**src/rtl/sess_pkg.sv**
```systemverilog
// Shared types for the programming-session sequencer.
// Assumes: one state register, decoded by sess_pins.
package sess_pkg;

    typedef enum logic [3:0] {
        ST_IDLE,
        ST_PULSE,
        ST_RSTLOW,
        ST_IDLEHI,
        ST_BRK_REQ,
        ST_BRK_WAIT,
        ST_READY,
        ST_DRAIN,
        ST_CLKHOLD,
        ST_REL
    } sess_state_t;

    typedef enum logic {
        MODE_CLKRST = 1'b0,
        MODE_SEPRST = 1'b1
    } sess_mode_t;

endpackage

```
**src/rtl/sess_timer.sv**
```systemverilog
// Interval counter shared by the timed phases of the sequencer.
// Counts step pulses from a clear; done fires on the step that
// completes 'limit' steps. Assumes limit >= 1.
module sess_timer #(
    parameter int CW = 10
) (
    input  logic          clk,
    input  logic          rst_n,
    input  logic          clr,
    input  logic          step,
    input  logic [CW-1:0] limit,
    output logic          done
);

    logic [CW-1:0] cnt_q;

    // Step counter, restarted on every phase change.
    always_ff @(posedge clk) begin
        if (!rst_n)
            cnt_q <= '0;
        else if (clr)
            cnt_q <= '0;
        else if (step)
            cnt_q <= cnt_q + 1'b1;
    end

    // Completion of the programmed number of steps.
    always_comb begin
        done = step && (cnt_q == (limit - 1'b1));
    end

endmodule

```
**src/rtl/sess_pins.sv**
```systemverilog
// Decodes the sequencer state and latched mode into pin controls.
// Assumes the state register is the only source of pin behaviour.
module sess_pins
    import sess_pkg::*;
(
    input  sess_state_t state,
    input  sess_mode_t  mode,
    output logic        ready,
    output logic        pin_en,
    output logic        dat_hi,
    output logic        clk_hi,
    output logic        rst_oe,
    output logic        rst_out,
    output logic        brk_req,
    output logic        dir_tx
);

    // Pin ownership, forced levels and engine requests per state.
    always_comb begin
        ready   = (state == ST_READY);
        pin_en  = !((state == ST_IDLE) || (state == ST_RSTLOW) || (state == ST_REL));
        dat_hi  = (state == ST_PULSE) || (state == ST_IDLEHI);
        clk_hi  = (state == ST_CLKHOLD);
        rst_oe  = (mode == MODE_SEPRST) && (state != ST_IDLE);
        rst_out = !rst_oe;
        brk_req = (state == ST_BRK_REQ);
        dir_tx  = (state == ST_BRK_REQ) || (state == ST_BRK_WAIT) || (state == ST_READY);
    end

endmodule

```
**src/rtl/sess_seq.sv**
```systemverilog
// Programming-session sequencer: opens and closes a target session
// in clock-as-reset or separate-reset mode. Assumes us_tick is a
// single-cycle strobe and the frame engine answers each brk_req with
// one brk_done pulse. Commands outside their legal state are dropped.
module sess_seq
    import sess_pkg::*;
#(
    parameter int CLK_MHZ      = 250,
    parameter int PULSE_MIN_NS = 90,
    parameter int RST_US       = 1000,
    parameter int HOLD_US      = 1000
) (
    input  logic clk,
    input  logic rst_n,
    input  logic en_cmd,
    input  logic dis_cmd,
    input  logic mode_sel,
    input  logic us_tick,
    input  logic brk_done,
    input  logic eng_idle,
    output logic ready,
    output logic pin_en,
    output logic dat_hi,
    output logic clk_hi,
    output logic rst_oe,
    output logic rst_out,
    output logic brk_req,
    output logic dir_tx
);

    localparam int PULSE_RAW  = (PULSE_MIN_NS * CLK_MHZ + 999) / 1000;
    localparam int PULSE_CLKS = (PULSE_RAW < 1) ? 1 : PULSE_RAW;
    localparam int MAX_A      = (RST_US > HOLD_US) ? RST_US : HOLD_US;
    localparam int MAX_V      = (MAX_A > PULSE_CLKS) ? MAX_A : PULSE_CLKS;
    localparam int CW         = $clog2(MAX_V + 1);

    sess_state_t   state_q, state_n;
    sess_mode_t    mode_q;
    logic          second_q;
    logic          tmr_clr, tmr_step, tmr_done;
    logic [CW-1:0] tmr_limit;

    // Timer source and length for the current timed phase.
    always_comb begin
        tmr_step  = 1'b0;
        tmr_limit = CW'(1);
        case (state_q)
            ST_PULSE: begin
                tmr_step  = 1'b1;
                tmr_limit = CW'(PULSE_CLKS);
            end
            ST_RSTLOW: begin
                tmr_step  = us_tick;
                tmr_limit = CW'(RST_US);
            end
            ST_CLKHOLD: begin
                tmr_step  = us_tick;
                tmr_limit = CW'(HOLD_US);
            end
            default: ;
        endcase
    end

    // Session sequencing: bring-up, steady state, take-down.
    always_comb begin
        state_n = state_q;
        case (state_q)
            ST_IDLE:     if (en_cmd) state_n = mode_sel ? ST_RSTLOW : ST_PULSE;
            ST_PULSE:    if (tmr_done) state_n = ST_BRK_REQ;
            ST_RSTLOW:   if (tmr_done) state_n = ST_IDLEHI;
            ST_IDLEHI:   state_n = ST_BRK_REQ;
            ST_BRK_REQ:  state_n = ST_BRK_WAIT;
            ST_BRK_WAIT: if (brk_done) state_n = second_q ? ST_READY : ST_BRK_REQ;
            ST_READY:    if (dis_cmd) state_n = ST_DRAIN;
            ST_DRAIN:    if (eng_idle) state_n = (mode_q == MODE_SEPRST) ? ST_REL : ST_CLKHOLD;
            ST_CLKHOLD:  if (tmr_done) state_n = ST_IDLE;
            ST_REL:      state_n = ST_IDLE;
            default:     state_n = ST_IDLE;
        endcase
        tmr_clr = (state_n != state_q);
    end

    // State, latched mode and break-count registers.
    always_ff @(posedge clk) begin
        if (!rst_n) begin
            state_q  <= ST_IDLE;
            mode_q   <= MODE_CLKRST;
            second_q <= 1'b0;
        end else begin
            state_q <= state_n;
            if (state_q == ST_IDLE) begin
                second_q <= 1'b0;
                if (en_cmd)
                    mode_q <= sess_mode_t'(mode_sel);
            end else if (state_q == ST_BRK_WAIT && brk_done) begin
                second_q <= 1'b1;
            end
        end
    end

    sess_timer #(.CW(CW)) u_timer (
        .clk   (clk),
        .rst_n (rst_n),
        .clr   (tmr_clr),
        .step  (tmr_step),
        .limit (tmr_limit),
        .done  (tmr_done)
    );

    sess_pins u_pins (
        .state   (state_q),
        .mode    (mode_q),
        .ready   (ready),
        .pin_en  (pin_en),
        .dat_hi  (dat_hi),
        .clk_hi  (clk_hi),
        .rst_oe  (rst_oe),
        .rst_out (rst_out),
        .brk_req (brk_req),
        .dir_tx  (dir_tx)
    );

endmodule

```
**config.mk**
```make
export PLATFORM = sky130hd
export DESIGN_NAME = sess_seq
export DESIGN_NICKNAME = d
export VERILOG_FILES = /design/src/rtl/sess_pkg.sv /design/src/rtl/sess_timer.sv /design/src/rtl/sess_pins.sv /design/src/rtl/sess_seq.sv
export SDC_FILE = /design/constraint.sdc
export NUM_CORES = 1
export LEC_CHECK = 0
export ABC_CLOCK_PERIOD_IN_PS = 4700
export BUFFER_PORTS_ARGS = -buffer_cell sky130_fd_sc_hd__buf_2
export CORE_ASPECT_RATIO = 0.75
export CORE_MARGIN = 1
export CORE_UTILIZATION = 60
export DETAILED_ROUTE_END_ITERATION = 7
export PLACE_DENSITY_LB_ADDON = 0.05
export SLEW_MARGIN = 20
export SYNTH_ARGS = -nofsm -noshare
export SYNTH_HDL_FRONTEND = slang
export SYNTH_SLANG_ARGS = --single-unit
```
**constraint.sdc**
```tcl
create_clock -name clk -period 4.7 [get_ports clk]
set_input_delay 0 -clock clk [delete_from_list [all_inputs] [get_ports clk]]
set_output_delay 0 -clock clk [all_outputs]
set_load 0.02 [all_outputs]
```
======== Word level (Yosys, flattened, before mapping) ========
Cells that the tools add are included.
word-level totals
  bits in registers ....................... 16
  output and inout bits ................... 8
cells by class
  $add $sub $neg .......................... 2
  equality and inequality tests ........... 11
  muxes and demuxes ....................... 13
  bitwise operators ....................... 1
  reduce and logical (&&, ||, !) cells .... 16
operators with widths
  operator                                                               count
  4-bit case mux with 9 select lines                                     1
  4-bit 2-to-1 mux                                                       7
  10-bit case mux with 2 select lines                                    1
  4-bit by 3-bit equality test with 1-bit output, second input constant  4
  10-bit by 1-bit adder with 10-bit output, second input constant        1
  10-bit equality test                                                   1
  10-bit by 1-bit subtractor with 10-bit output, second input constant   1
  4-bit by 2-bit equality test with 1-bit output, second input constant  2
  4-bit equality test, second input constant                             2
  2-bit OR reduction                                                     3
  1-bit logical OR                                                       5
  4-bit by 1-bit equality test with 1-bit output, second input constant  1
  4-bit logical NOT                                                      1
  2-bit 2-to-1 mux                                                       2
  4-bit inequality test                                                  1
  4-bit nonzero test                                                     1
  1-bit logical AND                                                      3
  1-bit logical NOT                                                      2
  1-bit case mux with 2 select lines                                     1
  2-bit AND reduction                                                    1
  1-bit 2-to-1 mux                                                       1
  1-bit inverter                                                         1

======== Longest topological paths before layout ========
Gate-level depths: netlist of the first run.
  depth after elaboration ................. 10
  gate-level depth with buffers ........... 7
  gate-level depth less buffers ........... 5

======== Cells and area by module ========
From an unflattened synthesis of the first run, not the netlist that was laid out.
unflattened totals
  cells, all modules ...................... 158
  area total of the unflattened synthesis .. 1272.5 µm²
modules (own cells, without submodules)
  module      times used  cells each  area an instance (µm²)  seq. area each (µm²)
  sess_timer  1           93          754.5                   200.2
  sess_seq    1           54          439.2                   120.1
  sess_pins   1           11          78.8                    0.0

======== Worst setup path after synthesis of the first run ========
Ideal clock, no wire load.
  path type ............................... reg2reg
  start point ............................. register state_q[0]
  end point ............................... register u_timer.cnt_q[0]
  arrival time ............................ 1681 ps
  data required time ...................... 4573 ps
  setup slack ............................. 2891 ps
  cell stages (with the launch flop) ...... 7
  buffers on the path ..................... 2
  period minus slack after synthesis ...... 1809 ps
  path through ............................ dfxtp_1 -> buf_2 -> or3_1 -> nor4_1 -> o221a_1 -> buf_2 -> nor3_1
between the ends
  cells in the longest elaborated chain, start to end .. 10
  elaborated cells between the ends (all ways) .. 25
RTL lines
  what                                                                                   RTL line                                        text
  from (decl)                                                                            sess_seq.sv:37                                  sess_state_t state_q, state_n;
  from (signal assigned)                                                                 sess_seq.sv:90                                  state_q <= state_n;
  4-bit equality test or 4-bit by 2-bit equality test with 1-bit output (tied branches)  sess_seq.sv:47, sess_seq.sv:67
  2-bit OR reduction (no source line)                                                    n/a
  10-bit case mux with 2 select lines                                                    sess_seq.sv:47                                  case (state_q)
  10-bit by 1-bit subtractor with 10-bit output                                          sess_timer.sv:29                                done = step && (cnt_q == (limit - 1'b1));
  10-bit equality test                                                                   sess_timer.sv:29
  1-bit logical AND                                                                      sess_timer.sv:29
  4-bit 2-to-1 mux (on tied branches)                                                    sess_seq.sv:76, sess_seq.sv:69, sess_seq.sv:70
  4-bit case mux with 9 select lines                                                     sess_seq.sv:67                                  case (state_q)
  4-bit inequality test                                                                  sess_seq.sv:80                                  tmr_clr = (state_n != state_q);
  2-bit OR reduction (no source line)                                                    n/a
  to (signal assigned)                                                                   sess_timer.sv:24                                cnt_q <= cnt_q + 1'b1;
  to (decl)                                                                              sess_timer.sv:15                                logic [CW-1:0] cnt_q;
Several ways; a longest one is shown, not always the timed one.
A chain may end at the register's enable or synchronous reset.

======== Worst setup path in the final report of the first run ========
  start point ............................. register state_q[2]
  end point ............................... register u_timer.cnt_q[4]
Same word-level chain as after synthesis.

==> results of run 1 <==
==> per-stage QoR <==
stage | util, % | hold slack [ns] | std cells
after global routing | 70.9 | 0.0637 | 171
final | 70.9 | 0.0354 | 171
after CTS | 70.9 | 0.0244 | 171
after detailed placement | 67.1 | 0.294 | 164
after floorplan | - | 0.122 | 136
after global placement | 67.1 | 0.288 | 164
==> placed cells by master (no fill, tap or decap), types with 2 or more instances in the layout <==
cell	instances
nand2_1	10
nor3_1	15
clkbuf_4	3
or4_4	2
dlygate4sd3_1	3
dfxtp_1	16
nand4_1	4
buf_2	15
xnor2_1	9
nor4b_1	2
inv_1	3
nor3b_1	6
nor2_1	6
a41oi_1	2
nor2b_1	2
nand3_1	9
o21ai_0	3
nand2b_1	3
nor4_1	6
or3_1	2
and3b_1	2
a21boi_0	2
a21oi_1	2
a31oi_1	2
o22ai_1	2
==> kinds of logic (layout without fill, tap and decap cells) <==
logic type	Yosys count	count (layout)	synth area share [%]
and+or+nand+nor	76	76	40.6
AOI/OAI and AO/OA	19	19	14.6
DFF	16	16	28.9
buffers and inverters	13	26	5.30
xor gates and xnor gates	10	10	8.58
adders and majority gates	1	1	1.13
muxes	1	1	0.903
==> path summary, 6_finish.rpt <==
path,from,to,slack [ns],depth (start not counted)
max,state_q[2]$_SDFF_PN0_,u_timer.cnt_q[4]$_SDFFE_PP0P_,2.16,4
min,en_cmd,mode_q$_SDFFE_PN0P_,0.04,4
max reg2reg,state_q[2]$_SDFF_PN0_,u_timer.cnt_q[4]$_SDFFE_PP0P_,2.16,4
min reg2reg,mode_q$_SDFFE_PN0P_,mode_q$_SDFFE_PN0P_,0.49,2
==> repair_timing <==
item                      in CTS  in global routing
hold endpoints to repair       2                  0
resized for setup              0                  0
hold buffers                   3                  0
==> flip-flops by register name, indices dropped and copies added, names as in the netlist <==
register,count
mode_q,1
second_q,1
state_q,4
u_timer.cnt_q,10
==> report_power, final <==
group          total [mW]  switching, mW  internal (mW)  leakage [nW]
clock              0.0961         0.0488         0.0473        0.0210
sequential          0.156         0.0155          0.141         0.130
combinational      0.0687         0.0398         0.0289         0.308
total               0.321          0.104          0.217         0.459
==> worst max-delay path: stages (launching register included) <==
cell and delay, ns:
dfxtp_1 0.59, or3_1 0.48, nor4_1 0.63, o221a_1 0.59, nor3_1 0.12
==> layer usage <==
layer | vias to the layer above | track usage [%] | part of all wire [%]
met4 | 0 | 11.5 | 0.24
met2 | 42 | 41.9 | 42
met5 | - | 0 | 0
met3 | 3 | 8.63 | 7.0
li1 | 538 | - | -
met1 | 489 | 40.5 | 51
==> cell usage after synthesis (2+ instances only) <==
cell type	instances
buf_4	2
o22ai_1	2
nand2b_1	3
inv_1	3
nand4_1	4
dfxtp_1	16
nand3_1	9
xnor2_1	9
or4_4	2
o21ai_0	3
or3_1	2
a21oi_1	2
a31oi_1	2
nor4_1	6
nor2_1	6
nor2b_1	2
nor3_1	15
nor4b_1	2
nor3b_1	6
a41oi_1	2
a21boi_0	2
clkbuf_1	5
and3b_1	2
nand2_1	10
buf_2	2
==> final cells by class <==
class                   instances  area (µm²)
multi-input cells             107         729
fillers                       148         507
flip-flops and latches         16         320
repair buffers                 18         105
clock buffers                   4        36.3
well taps                      22        27.5
inverters                       4        15.0
==> impl_metrics.json, run 1 <==
{
  "vdd_drop_max_mv": 0.172,
  "antenna_left": 0,
  "cp_max_fo": 24,
  "cts_setup_buffers": 0,
  "maxSlewHeadroom_pct": 45.4,
  "drc": 0,
  "crit_type": "register to register",
  "fin_crit_sh_pct": 54.0,
  "post_drt_wl_per_cell_um": 14.8,
  "ys.warnings.count": 0,
  "design_area_um2": 1230,
  "power.density_nw_per_um2": 260,
  "drt-pass1-iter-count": 4,
  "arrival_ns": 2.71,
  "max_freq_ghz": 0.394,
  "end_kind": "register",
  "syn_inst": 136,
  "grt.total_usage_pct": 29.2,
  "grt_max_degree": 25,
  "clk_latency_ns": 0.30,
  "routed_wirelength_um": 2530,
  "gp_congestion": 0.940,
  "async_reset_ff_share_pct": 0,
  "grt-ovfl-total": 0,
  "clk_pin_slew_worst_paths_ns": 0.10,
  "synth_cell_type_count": 42,
  "syn2layout_area_growth_pct": 11.3,
  "port_buffers": 15,
  "fp-row-count": 13,
  "num_vias": 1072,
  "ys_ff_latch": 16,
  "cts_max_level": 1,
  "finalSetupTns_ns": 0,
  "die_w_um": 51.6,
  "hold_viol": 0,
  "pre_cts_ws_ns": 2.26,
  "place_area_um2": 1170,
  "cap_viol_max_count": 0,
  "cts_buffer_depth": 2,
  "total_power_mw": 0.321,
  "finalCriticalPeriod_ns": 2.54,
  "worstHoldPathType": "input port to register",
  "yosys.area.top_type": "dfxtp_1",
  "antenna_found_initial": 0,
  "clockRootBuffer": "clkbuf_4",
  "dieArea_um2": 2030,
  "synth_edf_count": 0,
  "io_pins": 16,
  "outcome": "complete, no violations",
  "setup_violations": 0,
  "antennaDiodeCount": 0,
  "yosysSeqAreaShare_pct": 28.9,
  "skew_ns": 0.00441,
  "core_area_um2": 1740,
  "syn_area_um2": 1110,
  "cts_made_buffers": 3,
  "drive_gt1_share_pct": 18.1,
  "maxSlewViolCount": 0,
  "tightest_slew_ns": 0.819,
  "clkSinkCount": 16,
  "ys.flop_type": "dfxtp_1",
  "initial_core_util_pct": 63.7,
  "hpwl_um": 1740,
  "rsz0062_at_grt": "no",
  "synth_area_leaders": "dfxtp_1 (29%), xnor2_1 (7.1%), nor3_1 (6.8%)",
  "synth_top_cell_area_share_pct": 28.9,
  "leakagePower_nw": 0.459,
  "critPathLaunchType": "register",
  "grt_pass1_wl_um": 4170,
  "final_net_count": 159,
  "syn_nets": 145,
  "routed_via_density": 6.27,
  "cts_tree": "yes",
  "finalWorstSetupSlack_ns": 2.16,
  "grt_pass1_vias": 889,
  "drt_iter0_drc": 43,
  "worstPathRequired_ns": 4.88,
  "die_h_um": 39.2,
  "avgSynthCellArea_um2": 8.15
}
(Power assumes the default switching activity.)
==> run 2: changes to the inputs <==
- ABC_CLOCK_PERIOD_IN_PS: 4700 -> 2400
- CORE_UTILIZATION: 60 -> 55
- clock period: 4.7 -> 2.4 ns (I/O delays scaled with it)
==> impl_metrics.json, run 2 (same netlist as run 1, synthesis figures left out) <==
{
  "outcome": "complete, no violations",
  "finalCriticalPeriod_ns": 2.08,
  "cap_viol_max_count": 0,
  "syn2layout_area_growth_pct": 14.2,
  "reg2reg_depth": 6,
  "postCtsResizedCells": 0,
  "min_to": "mode_q$_SDFFE_PN0P_",
  "drc": 0,
  "cts_max_level": 1,
  "routed_wirelength_um": 2860,
  "layout_common_cells": "dfxtp_1 (16), nor3_1 (15), buf_2 (15), nand2_1 (10)",
  "grt_max_degree": 17,
  "num_vias": 1108,
  "fillers": 157,
  "max_freq_ghz": 0.480,
  "multi_input_area_um2": 729,
  "r2r_start": "state_q[1]$_SDFF_PN0_",
  "cts_made_buffers": 3,
  "p_sw_share_pct": 31.8,
  "grt.total_usage_pct": 28.6,
  "drt_iter0_drc": 51,
  "crit_type": "register to register",
  "worstPathRequired_ns": 2.57,
  "maxSlewHeadroom_pct": 46.3,
  "die_w_um": 53.8,
  "clockRootBuffer": "clkbuf_4",
  "mostFrequentLayoutCell": "dfxtp_1",
  "design_area_um2": 1270,
  "antenna_found_initial": 0,
  "hold_start": "rst_n",
  "place_area_um2": 1220,
  "arrival_ns": 2.25,
  "largest_reg_flops": 10,
  "power.density_nw_per_um2": 497,
  "met2_usage_pct": 47.2,
  "antenna_left": 0,
  "routed_via_density": 6.30,
  "p_sw_mw": 0.200,
  "grt_pass1_vias": 949,
  "dieArea_um2": 2200,
  "critPathLaunchType": "register",
  "rsz0062_at_grt": "no",
  "r2r_slack_ns": 0.32,
  "fin_crit_sh_pct": 86.8,
  "die_h_um": 40.9,
  "ff_latch_area_um2": 320,
  "seqPwrFrac_pct": 46.9,
  "grt.met3_usage_pct": 6.67,
  "leakagePower_nw": 0.489,
  "r2r-end": "u_timer.cnt_q[1]$_SDFFE_PP0P_",
  "fp-row-count": 13,
  "gp_congestion": 0.871,
  "vdd_drop_max_mv": 0.298,
  "grt_busiest_layer": "met2",
  "worstHoldPathType": "input port to register",
  "largest_register": "u_timer.cnt_q",
  "cts_setup_buffers": 0,
  "grt-ovfl-total": 0,
  "clkSinkCount": 16,
  "cp_max_fo": 16,
  "hold_viol": 0,
  "power_frac_comb_pct": 24.5,
  "post_drt_wl_per_cell_um": 16.2,
  "initial_core_util_pct": 61.4,
  "cts_buffer_depth": 2,
  "hold_path_depth": 2,
  "power_frac_clock_pct": 28.6,
  "port_buffers": 15,
  "clk_latency_ns": 0.29,
  "core_area_um2": 1810,
  "hpwl_um": 2070,
  "final_net_count": 164,
  "setup_violations": 0,
  "reg_top3": "u_timer.cnt_q (10), state_q (4)",
  "drive_gt1_share_pct": 22.1,
  "cts_tree": "yes",
  "tightest_slew_ns": 0.802,
  "whs_ns": 0.00688,
  "io_pins": 16,
  "antennaDiodeCount": 0,
  "finalSetupTns_ns": 0,
  "final_util_pct": 70.1,
  "drt-pass1-iter-count": 4,
  "globalRouteMet1Util_pct": 39.0,
  "grt_pass1_wl_um": 4430,
  "p_int_mw": 0.429,
  "maxSlewViolCount": 0,
  "skew_ns": 0.00228,
  "clk_pin_slew_worst_paths_ns": 0.09,
  "end_kind": "register"
}
## run 2: final cells by class
class                      count  share of cell area, %
clock buffer                   4                   2.87
inverter                       4                   1.19
multi-input combinational    107                   57.6
sequential                    16                   25.3
tap                           22                   2.17
timing repair buffer          23                   10.9
## run 2: critical path, cell delays in order, from the launching register on
cell and delay, ns:
dfxtp_1 0.33, buf_4 0.19, and4b_1 0.19, or4_4 0.50, a31oi_1 0.16, o221a_1 0.47
nor3_1 0.12
## run 2: repair_timing
| action | CTS | global route |
|---|---|---|
| hold buffers | 1 | 0 |
| setup endpoints to repair | 0 | 0 |
| hold endpoints to repair | 1 | 0 |
## run 2: power by group through the flow
| stage | Clock (mW) | Sequential [mW] | Combinational [mW] |
|---|---|---|---|
| after global routing | 0.195 | 0.296 | 0.168 |
| after detailed placement | 0 | 0.301 | 0.150 |
| final | 0.180 | 0.296 | 0.154 |
| after floorplan | 0 | 0.292 | 0.114 |
| after global placement | 0 | 0.300 | 0.144 |
| after CTS | 0.181 | 0.294 | 0.152 |
## run 2: per-stage QoR
step	std cells	total power [mW]	setup slack, ns
after floorplan	136	0.407	0.591
after global placement	171	0.444	0.428
after detailed placement	171	0.450	0.350
after CTS	176	0.627	0.317
after global routing	176	0.659	0.206
final	176	0.630	0.317
## run 2: worst max path at each step
stage	from	end	slack, ns	cells past startpoint
floorplan	state_q[0]$_SDFF_PN0_	u_timer.cnt_q[0]$_SDFFE_PP0P_	0.59	6
global placement	state_q[1]$_SDFF_PN0_	u_timer.cnt_q[5]$_SDFFE_PP0P_	0.43	6
detailed placement	state_q[1]$_SDFF_PN0_	u_timer.cnt_q[1]$_SDFFE_PP0P_	0.35	6
CTS	state_q[1]$_SDFF_PN0_	u_timer.cnt_q[1]$_SDFFE_PP0P_	0.32	6
global route	state_q[1]$_SDFF_PN0_	u_timer.cnt_q[4]$_SDFFE_PP0P_	0.21	6
finish	state_q[1]$_SDFF_PN0_	u_timer.cnt_q[1]$_SDFFE_PP0P_	0.32	6
## run 2: routing by layer
| layer | vias to the layer above | wire, µm |
|---|---|---|
| met2 | 51 | 1280 |
| met5 | - | 0 |
| met4 | 0 | 0 |
| met3 | 0 | 193 |
| met1 | 511 | 1380 |
| li1 | 546 | - |
==> run 3: changes to the inputs <==
- CORE_ASPECT_RATIO: 0.75 -> default
- SKIP_CTS_REPAIR_TIMING: default -> 1
==> impl_metrics.json, run 3 (same netlist as run 1, synthesis figures left out) <==
{
  "fin_crit_sh_pct": 89.5,
  "power.density_nw_per_um2": 476,
  "post_drt_wl_per_cell_um": 13.8,
  "largest_reg_flops": 10,
  "cp-endpoint": "u_timer.cnt_q[3]$_SDFFE_PP0P_",
  "reg_top3": "u_timer.cnt_q (10), state_q (4)",
  "drive_gt1_share_pct": 21.2,
  "cp_cell_sequence": "buf_4 -> xor2_2 -> a31oi_1 -> nor4b_1 -> xnor2_1 -> nor3_1",
  "cts_buffer_depth": 2,
  "drc": 0,
  "die_w_um": 46.9,
  "die_h_um": 46.9,
  "drt-pass1-iter-count": 4,
  "clockRootBuffer": "clkbuf_4",
  "worstHoldPathType": "input port to register",
  "clk_latency_ns": 0.29,
  "vdd_drop_max_mv": 0.315,
  "antennaDiodeCount": 0,
  "gp_congestion": 0.822,
  "cts_max_level": 1,
  "r2r-end": "u_timer.cnt_q[3]$_SDFFE_PP0P_",
  "final_net_count": 162,
  "routed_via_density": 5.99,
  "grt_pass1_vias": 881,
  "path_buf_inv": 1,
  "layout_common_cells": "dfxtp_1 (16), nor3_1 (15), buf_2 (15), nand2_1 (10)",
  "cap_viol_max_count": 0,
  "reg2reg_depth": 6,
  "fillers": 177,
  "finalCriticalPeriod_ns": 2.15,
  "dieArea_um2": 2200,
  "hold_viol": 1,
  "worstPathRequired_ns": 2.57,
  "clk_pin_slew_worst_paths_ns": 0.09,
  "r2r_start": "state_q[1]$_SDFF_PN0_",
  "antenna_left": 0,
  "setup_violations": 0,
  "path_depth": 6,
  "antenna_found_initial": 0,
  "num_vias": 1054,
  "cts_tree": "yes",
  "finalSetupTns_ns": 0,
  "clkSinkCount": 16,
  "crit_type": "register to register",
  "syn2layout_area_growth_pct": 11.7,
  "rsz0062_at_grt": "no",
  "maxSlewViolCount": 0,
  "whs_ns": -0.0148,
  "io_pins": 16,
  "grt.total_usage_pct": 25.4,
  "violations": "hold timing",
  "cp-startpoint": "state_q[1]$_SDFF_PN0_",
  "r2r_slack_ns": 0.25,
  "drt_iter0_drc": 39,
  "initial_core_util_pct": 61.5,
  "grt_pass1_wl_um": 4000,
  "mostFrequentLayoutCell": "dfxtp_1",
  "critPathLaunchType": "register",
  "cp_top_family": "simple AND/OR/NAND/NOR gates",
  "skew_ns": 0.00119,
  "crit_slowest_cell": "dfxtp_1",
  "largest_register": "u_timer.cnt_q",
  "grt_max_degree": 17,
  "maxSlewHeadroom_pct": 48.1,
  "critPathMaxStageDelay_ns": 0.52,
  "core_area_um2": 1800,
  "outcome": "finished with violations",
  "routed_wirelength_um": 2420,
  "cp_max_fo": 11,
  "tightest_slew_ns": 0.774,
  "end_kind": "register",
  "leakagePower_nw": 0.472,
  "grt-ovfl-total": 0,
  "hpwl_um": 1780,
  "cts_made_buffers": 3,
  "fp-row-count": 15,
  "arrival_ns": 2.32,
  "max_freq_ghz": 0.466,
  "port_buffers": 15
}
==> run 3: worst min-delay path by stage <==
stage / cells after the start / start / slack [ns] / to
2_1_floorplan: 1 / rst_n / 0.12 / state_q[3]$_SDFF_PN0_
3_3_place_gp: 3 / mode_sel / 0.30 / mode_q$_SDFFE_PN0P_
3_5_place_dp: 3 / mode_sel / 0.31 / mode_q$_SDFFE_PN0P_
4_1_cts: 3 / mode_sel / -0.01 / mode_q$_SDFFE_PN0P_
5_1_grt: 3 / mode_sel / 0.005 / mode_q$_SDFFE_PN0P_
6_report: 3 / mode_sel / -0.01 / mode_q$_SDFFE_PN0P_
==> run 3: tightest hold or removal path, cell delays in order <==
cell      delay, ns
buf_2          0.11
nand3_1        0.05
a21boi_0       0.07
==> run 3: routing by layer <==
layer  part of all wire, %  GRT usage, %  routed length, µm
met1                    51          40.0               1250
met2                    41          33.9                993
met3                   6.4          4.62                156
met4                   1.1          8.57                 26
met5                     0             0                  0
==> run 3: area by class of cell <==
type	count	area (µm²)	area share, %
multi-input cells	107	729	58.9
flip-flops and latches	16	320	25.9
repair buffers	21	120	9.70
well taps	25	31.3	2.53
clock buffers	3	22.5	1.82
inverters	4	15.0	1.21
==> run 3: power by group <==
group | internal [mW] | total (mW) | switching [mW] | leakage (nW)
Sequential | 0.276 | 0.299 | 0.0232 | 0.130
Clock | 0.0585 | 0.146 | 0.0879 | 0.0138
Combinational | 0.0593 | 0.144 | 0.0850 | 0.329
==> run 3: per-stage QoR <==
stage / worst slack [ns] / utilization, % / instance area, µm² / cells / total power, mW
2_1_floorplan: 0.591 / - / 1110 / 136 / 0.407
3_3_place_gp: 0.353 / 67.5 / 1220 / 173 / 0.445
3_5_place_dp: 0.305 / 67.5 / 1220 / 173 / 0.447
4_1_cts: 0.278 / 68.8 / 1240 / 176 / 0.589
5_1_grt: 0.0585 / 68.8 / 1240 / 176 / 0.625
6_report: 0.252 / 68.8 / 1240 / 176 / 0.589
